--- config.mk ---
export PLATFORM = sky130hd
export DESIGN_NAME = pll_ctrl_seq
export DESIGN_NICKNAME = d
export VERILOG_FILES = /design/src/rtl/pll_ctrl_pkg.sv /design/src/rtl/pll_ctrl_reg.sv /design/src/rtl/pll_lock_cnt.sv /design/src/rtl/pll_mode_sts.sv /design/src/rtl/pll_ctrl_seq.sv
export SDC_FILE = /design/constraint.sdc
export NUM_CORES = 1
export LEC_CHECK = 0
export BUFFER_PORTS_ARGS = -buffer_cell sky130_fd_sc_hd__buf_2
export CELL_PAD_IN_SITES_DETAIL_PLACEMENT = 1
export CELL_PAD_IN_SITES_GLOBAL_PLACEMENT = 2
export CORE_ASPECT_RATIO = 2
export CORE_UTILIZATION = 29
export CTS_CLUSTER_DIAMETER = 80
export DETAILED_ROUTE_END_ITERATION = 16
export GPL_TIMING_DRIVEN = 0
export PLACE_DENSITY = 0.76
export SYNTH_ARGS = -nofsm -noshare
export SYNTH_HDL_FRONTEND = slang
export SYNTH_SLANG_ARGS = --single-unit
export TNS_END_PERCENT = 50
--- constraint.sdc ---
create_clock -name clk_i -period 1.9 [get_ports clk_i]
set_clock_uncertainty 0.1 [all_clocks]
set_input_delay 0.19 -clock clk_i [delete_from_list [all_inputs] [get_ports clk_i]]
set_output_delay 0.19 -clock clk_i [all_outputs]
set_load 0.05 [all_outputs]
--- src/rtl/pll_ctrl_pkg.sv ---
package pll_ctrl_pkg;
  localparam int unsigned CTRL_W    = 8;
  localparam int unsigned IDX_EN    = 0;
  localparam int unsigned IDX_MUL   = 1;
  localparam int unsigned IDX_MODE  = 2;
  localparam int unsigned IDX_RSVD  = 3;
  localparam int unsigned IDX_DIV   = 4;
  localparam int unsigned IDX_RNG   = 5;
  localparam int unsigned IDX_WAIT  = 6;

  typedef enum logic [1:0] {
    WAIT_X1  = 2'b00,
    WAIT_X2  = 2'b01,
    WAIT_X4  = 2'b10,
    WAIT_BAD = 2'b11
  } wait_code_e;
endpackage

--- src/rtl/pll_ctrl_reg.sv ---
module pll_ctrl_reg
  import pll_ctrl_pkg::*;
(
  input  logic              clk_i,
  input  logic              rst_ni,
  input  logic              wr_en_i,
  input  logic              wr_bit_i,
  input  logic [2:0]        wr_idx_i,
  input  logic [CTRL_W-1:0] wr_data_i,
  input  logic              wprot_i,
  input  logic              lock_i,
  output logic [CTRL_W-1:0] ctrl_o
);
  logic [CTRL_W-1:0] ctrl_q, ctrl_d, wr_val;

  always_comb begin
    wr_val = ctrl_q;
    if (wr_bit_i) wr_val[wr_idx_i] = wr_data_i[0];
    else          wr_val = wr_data_i;
    wr_val[IDX_RSVD] = 1'b0;
    // mode request accepted only with a stable loop
    if (!lock_i) wr_val[IDX_MODE] = ctrl_q[IDX_MODE];
    ctrl_d = (wr_en_i && !wprot_i) ? wr_val : ctrl_q;
  end

  always_ff @(posedge clk_i or negedge rst_ni) begin
    if (!rst_ni) ctrl_q <= '0;
    else         ctrl_q <= ctrl_d;
  end

  assign ctrl_o = ctrl_q;
endmodule

--- src/rtl/pll_lock_cnt.sv ---
module pll_lock_cnt
  import pll_ctrl_pkg::*;
#(
  parameter int unsigned BASE_WAIT = 128
) (
  input  logic       clk_i,
  input  logic       rst_ni,
  input  logic       en_i,
  input  logic [1:0] code_i,
  output logic       lock_o
);
  localparam int unsigned MAX_WAIT = BASE_WAIT * 4;
  localparam int unsigned CNT_W    = $clog2(MAX_WAIT + 1);

  logic [CNT_W-1:0] cnt_q, lim_m1;
  logic             lock_q, started_q;
  wait_code_e       code_q, code_eff;

  // code is frozen at the first counting edge
  assign code_eff = started_q ? code_q : wait_code_e'(code_i);

  always_comb begin
    unique case (code_eff)
      WAIT_X1: lim_m1 = CNT_W'(BASE_WAIT - 1);
      WAIT_X2: lim_m1 = CNT_W'(2 * BASE_WAIT - 1);
      default: lim_m1 = CNT_W'(MAX_WAIT - 1);
    endcase
  end

  always_ff @(posedge clk_i or negedge rst_ni) begin
    if (!rst_ni) begin
      cnt_q     <= '0;
      lock_q    <= 1'b0;
      started_q <= 1'b0;
      code_q    <= WAIT_X1;
    end else if (!en_i) begin
      cnt_q     <= '0;
      lock_q    <= 1'b0;
      started_q <= 1'b0;
    end else begin
      if (!started_q) begin
        started_q <= 1'b1;
        code_q    <= code_eff;
      end
      if (!lock_q) begin
        if (cnt_q == lim_m1) lock_q <= 1'b1;
        else                 cnt_q  <= cnt_q + 1'b1;
      end
    end
  end

  assign lock_o = lock_q & en_i;
endmodule

--- src/rtl/pll_mode_sts.sv ---
module pll_mode_sts (
  input  logic clk_i,
  input  logic rst_ni,
  input  logic en_i,
  input  logic mode_req_i,
  input  logic lock_i,
  input  logic clk_stop_i,
  output logic mode_sts_o
);
  logic sts_q;

  always_ff @(posedge clk_i or negedge rst_ni) begin
    if (!rst_ni) sts_q <= 1'b0;
    else         sts_q <= mode_req_i & lock_i & ~clk_stop_i;
  end

  assign mode_sts_o = sts_q & en_i;
endmodule

--- src/rtl/pll_ctrl_seq.sv ---
module pll_ctrl_seq
  import pll_ctrl_pkg::*;
#(
  parameter int unsigned BASE_WAIT = 128
) (
  input  logic       clk_i,
  input  logic       rst_ni,
  input  logic       wr_en_i,
  input  logic       wr_bit_i,
  input  logic [2:0] wr_idx_i,
  input  logic [7:0] wr_data_i,
  input  logic       wprot_i,
  input  logic       clk_stop_i,
  output logic [7:0] ctrl_o,
  output logic       pll_en_o,
  output logic       mul_sel_o,
  output logic       div_sel_o,
  output logic       range_sel_o,
  output logic       lock_o,
  output logic       mode_sts_o
);
  logic [CTRL_W-1:0] ctrl;
  logic              lock;

  pll_ctrl_reg u_reg (
    .clk_i     (clk_i),
    .rst_ni    (rst_ni),
    .wr_en_i   (wr_en_i),
    .wr_bit_i  (wr_bit_i),
    .wr_idx_i  (wr_idx_i),
    .wr_data_i (wr_data_i),
    .wprot_i   (wprot_i),
    .lock_i    (lock),
    .ctrl_o    (ctrl)
  );

  pll_lock_cnt #(.BASE_WAIT(BASE_WAIT)) u_cnt (
    .clk_i  (clk_i),
    .rst_ni (rst_ni),
    .en_i   (ctrl[IDX_EN]),
    .code_i (ctrl[IDX_WAIT +: 2]),
    .lock_o (lock)
  );

  pll_mode_sts u_sts (
    .clk_i      (clk_i),
    .rst_ni     (rst_ni),
    .en_i       (ctrl[IDX_EN]),
    .mode_req_i (ctrl[IDX_MODE]),
    .lock_i     (lock),
    .clk_stop_i (clk_stop_i),
    .mode_sts_o (mode_sts_o)
  );

  assign ctrl_o      = ctrl;
  assign pll_en_o    = ctrl[IDX_EN];
  assign mul_sel_o   = ctrl[IDX_MUL];
  assign div_sel_o   = ctrl[IDX_DIV];
  assign range_sel_o = ctrl[IDX_RNG];
  assign lock_o      = lock;
endmodule

==> flow_summary_export.csv <==
group,metric,value,unit
pwr,overall_power_of_the_completed_layout,1.42,mW
route,postRouteAntennaNets,0,
sta,holdWs,0.0888,ns
sta,timing.setup.tns,-2.45,ns
layout,share_of_post_route_cells_with_drive_strength_above_1,42.1,%
worst_setup_path,crit_start,"u_cnt.cnt_q[1]",
logic_synthesis,syn_area,1280,um2
worst_setup_path,rr_startpoint,"u_cnt.cnt_q[1]",
placed_design,post-dp-hpwl,2.72,mm
logic_synthesis,yosys_warnings,0,
global_routing,grt_pass1_wl,5.76,mm
sta,fmax,0.457,GHz
clock_tree,cts.clk_slew.worst_paths,0.08,ns
clock_tree,cts_sinks,22,
clock_tree,h_tree_depth,1,
logic_synthesis,postSynthAreaPerCell,9.73,um2
die,die_x,49.1,um
logic_synthesis,syn-instance-count,132,
worst_setup_path,timing.rr.end,"u_cnt.cnt_q[7]",
sta,rsz0062_at_grt,"yes",
logic_synthesis,synth_async_sr_flop_share,100,%
worst_setup_path,critical_path.endpoint_type,"register",
worst_setup_path,crit_arrival,2.22,ns
layout,insertedDiodeCount,0,
sta,timing.final.setup_violations,11,
clock_tree,clk_root_buffer_cell,"clkbuf_8",
logic_synthesis,synth_largest_area_cell,"dfrtp_1",
layout,layout_stage_area_growth_over_the_synthesis_result,28.3,%
logic_synthesis,mappedNetlistNets,150,
sta,ratio_of_final_minimum_period_to_clock_period,115,%
sta,setup_ws,-0.287,ns
sta,timing_worst_slew_pin_value,0.559,ns
layout,area.sequential,556,um2
worst_setup_path,critPathCapture,"u_cnt.cnt_q[7]",
logic_synthesis,synth-seq-cells,22,
clock_tree,insertion_delay_to_the_later_sink_of_the_worst_skew_pair,0.27,ns
logic_synthesis,dominantRegCellSynth,"dfrtp_1",
layout,multiInputGateArea,696,um2
placed_design,place.gp.congestion,0.780,
die,num_io_pins,31,
worst_setup_path,timing.critical_path.fanout_max,5,
route,drc_errors,0,
global_routing,global_route.overflow_total,0,
clock_tree,clock_tree_from_tritoncts,"yes",
route,detail_route.wirelength,3.55,mm
sta,timing.final.hold_violations,0,
logic_synthesis,synth_top_cells_by_area,"dfrtp_1, mux2i_1, nand2_1",
global_routing,pin_count_of_the_biggest_net_entering_global_routing,23,
sta,drv_slew,0,
route,dr.pass1.iters,4,
layout,post_layout_nonfiller_instances,223,
logic_synthesis,synth-edff-count,0,
placed_design,post-place-cells,211,
route,routed_via_density,5.25,
worst_hold_path,hold_path.class,"in -> reg",
die,chipHeight,96.1,um
die,core_rows,33,
layout,nets,190,
logic_synthesis,synth_largest_type_area_fraction,42.8,%
die,initial_utilization,30.8,%
die,dieArea,4720,um2
logic_synthesis,post_synth_num_cell_types,34,
worst_setup_path,worst-r2r-cell-count,7,
run_status,status,"finished, violations left",
sta,fin_crit,2.19,ns
route,dr_total_vias,1171,
clock_tree,clock_path_buffers,2,
worst_setup_path,critical_path_required,1.93,ns
route,wire_per_inst,15.9,um
global_routing,track_usage,16.1,%
logic_synthesis,synth.yosys.seq_area_share,42.8,%
route,drt_iter0_markers,4,
worst_setup_path,start_kind,"register",
pwr,worst_ir_drop_vdd,0.000494,V
sta,maxSlewHeadroom,62.4,%
pwr,power.density_cell_area,864,nW/um2
layout,filler_cells,488,
global_routing,via_count_of_the_first_global_routing_pass,1268,
worst_setup_path,timing.setup.critical_path_class,"reg -> reg",
global_routing,antenna_found_initial,0,
run_status,violations,"setup timing",
clock_tree,tritoncts.num_buffers,3,
flow_run,max-cap-violations,0,
placed_design,io_buffer_count,27,
die,fp.coreArea,4170,um2
worst_setup_path,ff2ff_setup_slack,-0.29,ns
pwr,leak_pwr,0.740,nW
==> through the flow <==
stage / cell area [um2] / worst slack, ns / utilization (%)
after floorplan: 1290 / -0.0932 / -
after global placement: 1490 / -0.404 / 35.7
after detailed placement: 1490 / -0.446 / 35.7
after CTS: 1630 / -0.275 / 39.2
after global routing: 1650 / -0.323 / 39.5
final: 1650 / -0.287 / 39.5
==> power by group <==
part           internal, mW  switching, mW  total (mW)  leakage [nW]
Sequential            0.533         0.0743       0.607         0.286
Clock                 0.185          0.161       0.346        0.0288
Combinational         0.187          0.284       0.471         0.425
==> sequential cells by signal, indices dropped and copies added (netlist names) <==
| register | cells |
|---|---|
| u_cnt.lock_q | 1 |
| u_cnt.code_q | 2 |
| u_cnt.cnt_q | 10 |
| u_cnt.started_q | 1 |
| u_reg.ctrl_o | 7 |
| u_sts.sts_q | 1 |
==> kinds of logic after synthesis <==
group	synth area share [%]
buffers and inverters	6.13
xor gates and xnor gates	0.682
DFF	42.8
adders and majority gates	0.974
muxes	11.4
and+or+nand+nor	26.5
AOI/OAI and AO/OA	11.2
other	0.292
==> timing repair <==
action / 4_1_cts / 5_1_grt
resized for setup: 8 / 5
hold buffers: 2 / 0
setup endpoints to repair: 12 / 12
setup buffers: 5 / 0
pin swaps: 2 / 2
hold endpoints to repair: 23 / 0
cloned: 1 / 0
==> final cells by class <==
class / instances / area share, %
Buffer: 11 / 4.63
Clock buffer: 4 / 3.34
Inverter: 1 / 0.228
Multi-Input combinational cell: 98 / 42.2
Sequential cell: 22 / 33.7
Tap cell: 52 / 3.95
Timing Repair Buffer: 35 / 12.0
==> worst min path at each step <==
stage / startpoint / endpoint / slack [ns] / depth (start not counted)
after floorplan: rst_ni / u_cnt.cnt_q[0] / -0.21 / 0
after global placement: rst_ni / u_cnt.cnt_q[9] / 0.09 / 1
after global routing: wr_data_i[0] / u_reg.ctrl_o[0] / 0.09 / 2
final: wr_data_i[0] / u_reg.ctrl_o[0] / 0.09 / 2
after detailed placement: rst_ni / u_cnt.cnt_q[7] / 0.11 / 1
after CTS: wr_data_i[5] / u_reg.ctrl_o[5] / 0.09 / 3
==> layout by cell type (no fill, tap or decap), types with 2 or more instances in the layout <==
| cell | Yosys | routed |
|---|---|---|
| mux2i_1 | 9 | 9 |
| nor2_1 | 6 | 6 |
| clkbuf_8 | 0 | 4 |
| o22ai_1 | 5 | 5 |
| a21oi_1 | 8 | 8 |
| dlygate4sd3_1 | 0 | 2 |
| nand2_1 | 18 | 17 |
| nand3_1 | 6 | 4 |
| buf_2 | 0 | 28 |
| nand3b_1 | 2 | 2 |
| or4b_4 | 1 | 2 |
| nand2b_1 | 6 | 6 |
| a21boi_1 | 3 | 4 |
| o31ai_1 | 4 | 4 |
| or4_2 | 4 | 4 |
| nor3_2 | 0 | 2 |
| nand3_2 | 0 | 2 |
| mux2_2 | 5 | 5 |
| clkbuf_1 | 3 | 2 |
| dfrtp_2 | 0 | 4 |
| dfrtp_1 | 22 | 18 |
| nor3b_1 | 4 | 3 |
| buf_4 | 7 | 12 |
==> per-layer routing <==
metal	global-route usage, %	wire length, um	up-vias
li1	-	-	546
met1	14.0	1120	580
met4	8.82	97	0
met5	0	0	-
met2	34.0	2230	34
met3	1.42	99	11
==> synth_stat cells, types with 2 or more instances <==
cell type,instances
nand3b_1,2
o22ai_1,5
nand3_1,6
a21boi_1,3
mux2i_1,9
nor4_1,2
nor2_1,6
nand2_1,18
a21oi_1,8
nand2b_1,6
clkbuf_1,3
o31ai_1,4
nor3b_1,4
or4_2,4
buf_4,7
mux2_2,5
nor3_1,2
dfrtp_1,22
==> worst max-delay path: stages, from the launching register on <==
cell	delay, ns
dfrtp_1	0.37
ha_2	0.21
nand2_2	0.08
or4b_4	0.51
nor4b_4	0.39
buf_6	0.18
nor4_1	0.08
mux2i_1	0.14
No activity file was read; power rests on OpenSTA's default activity.
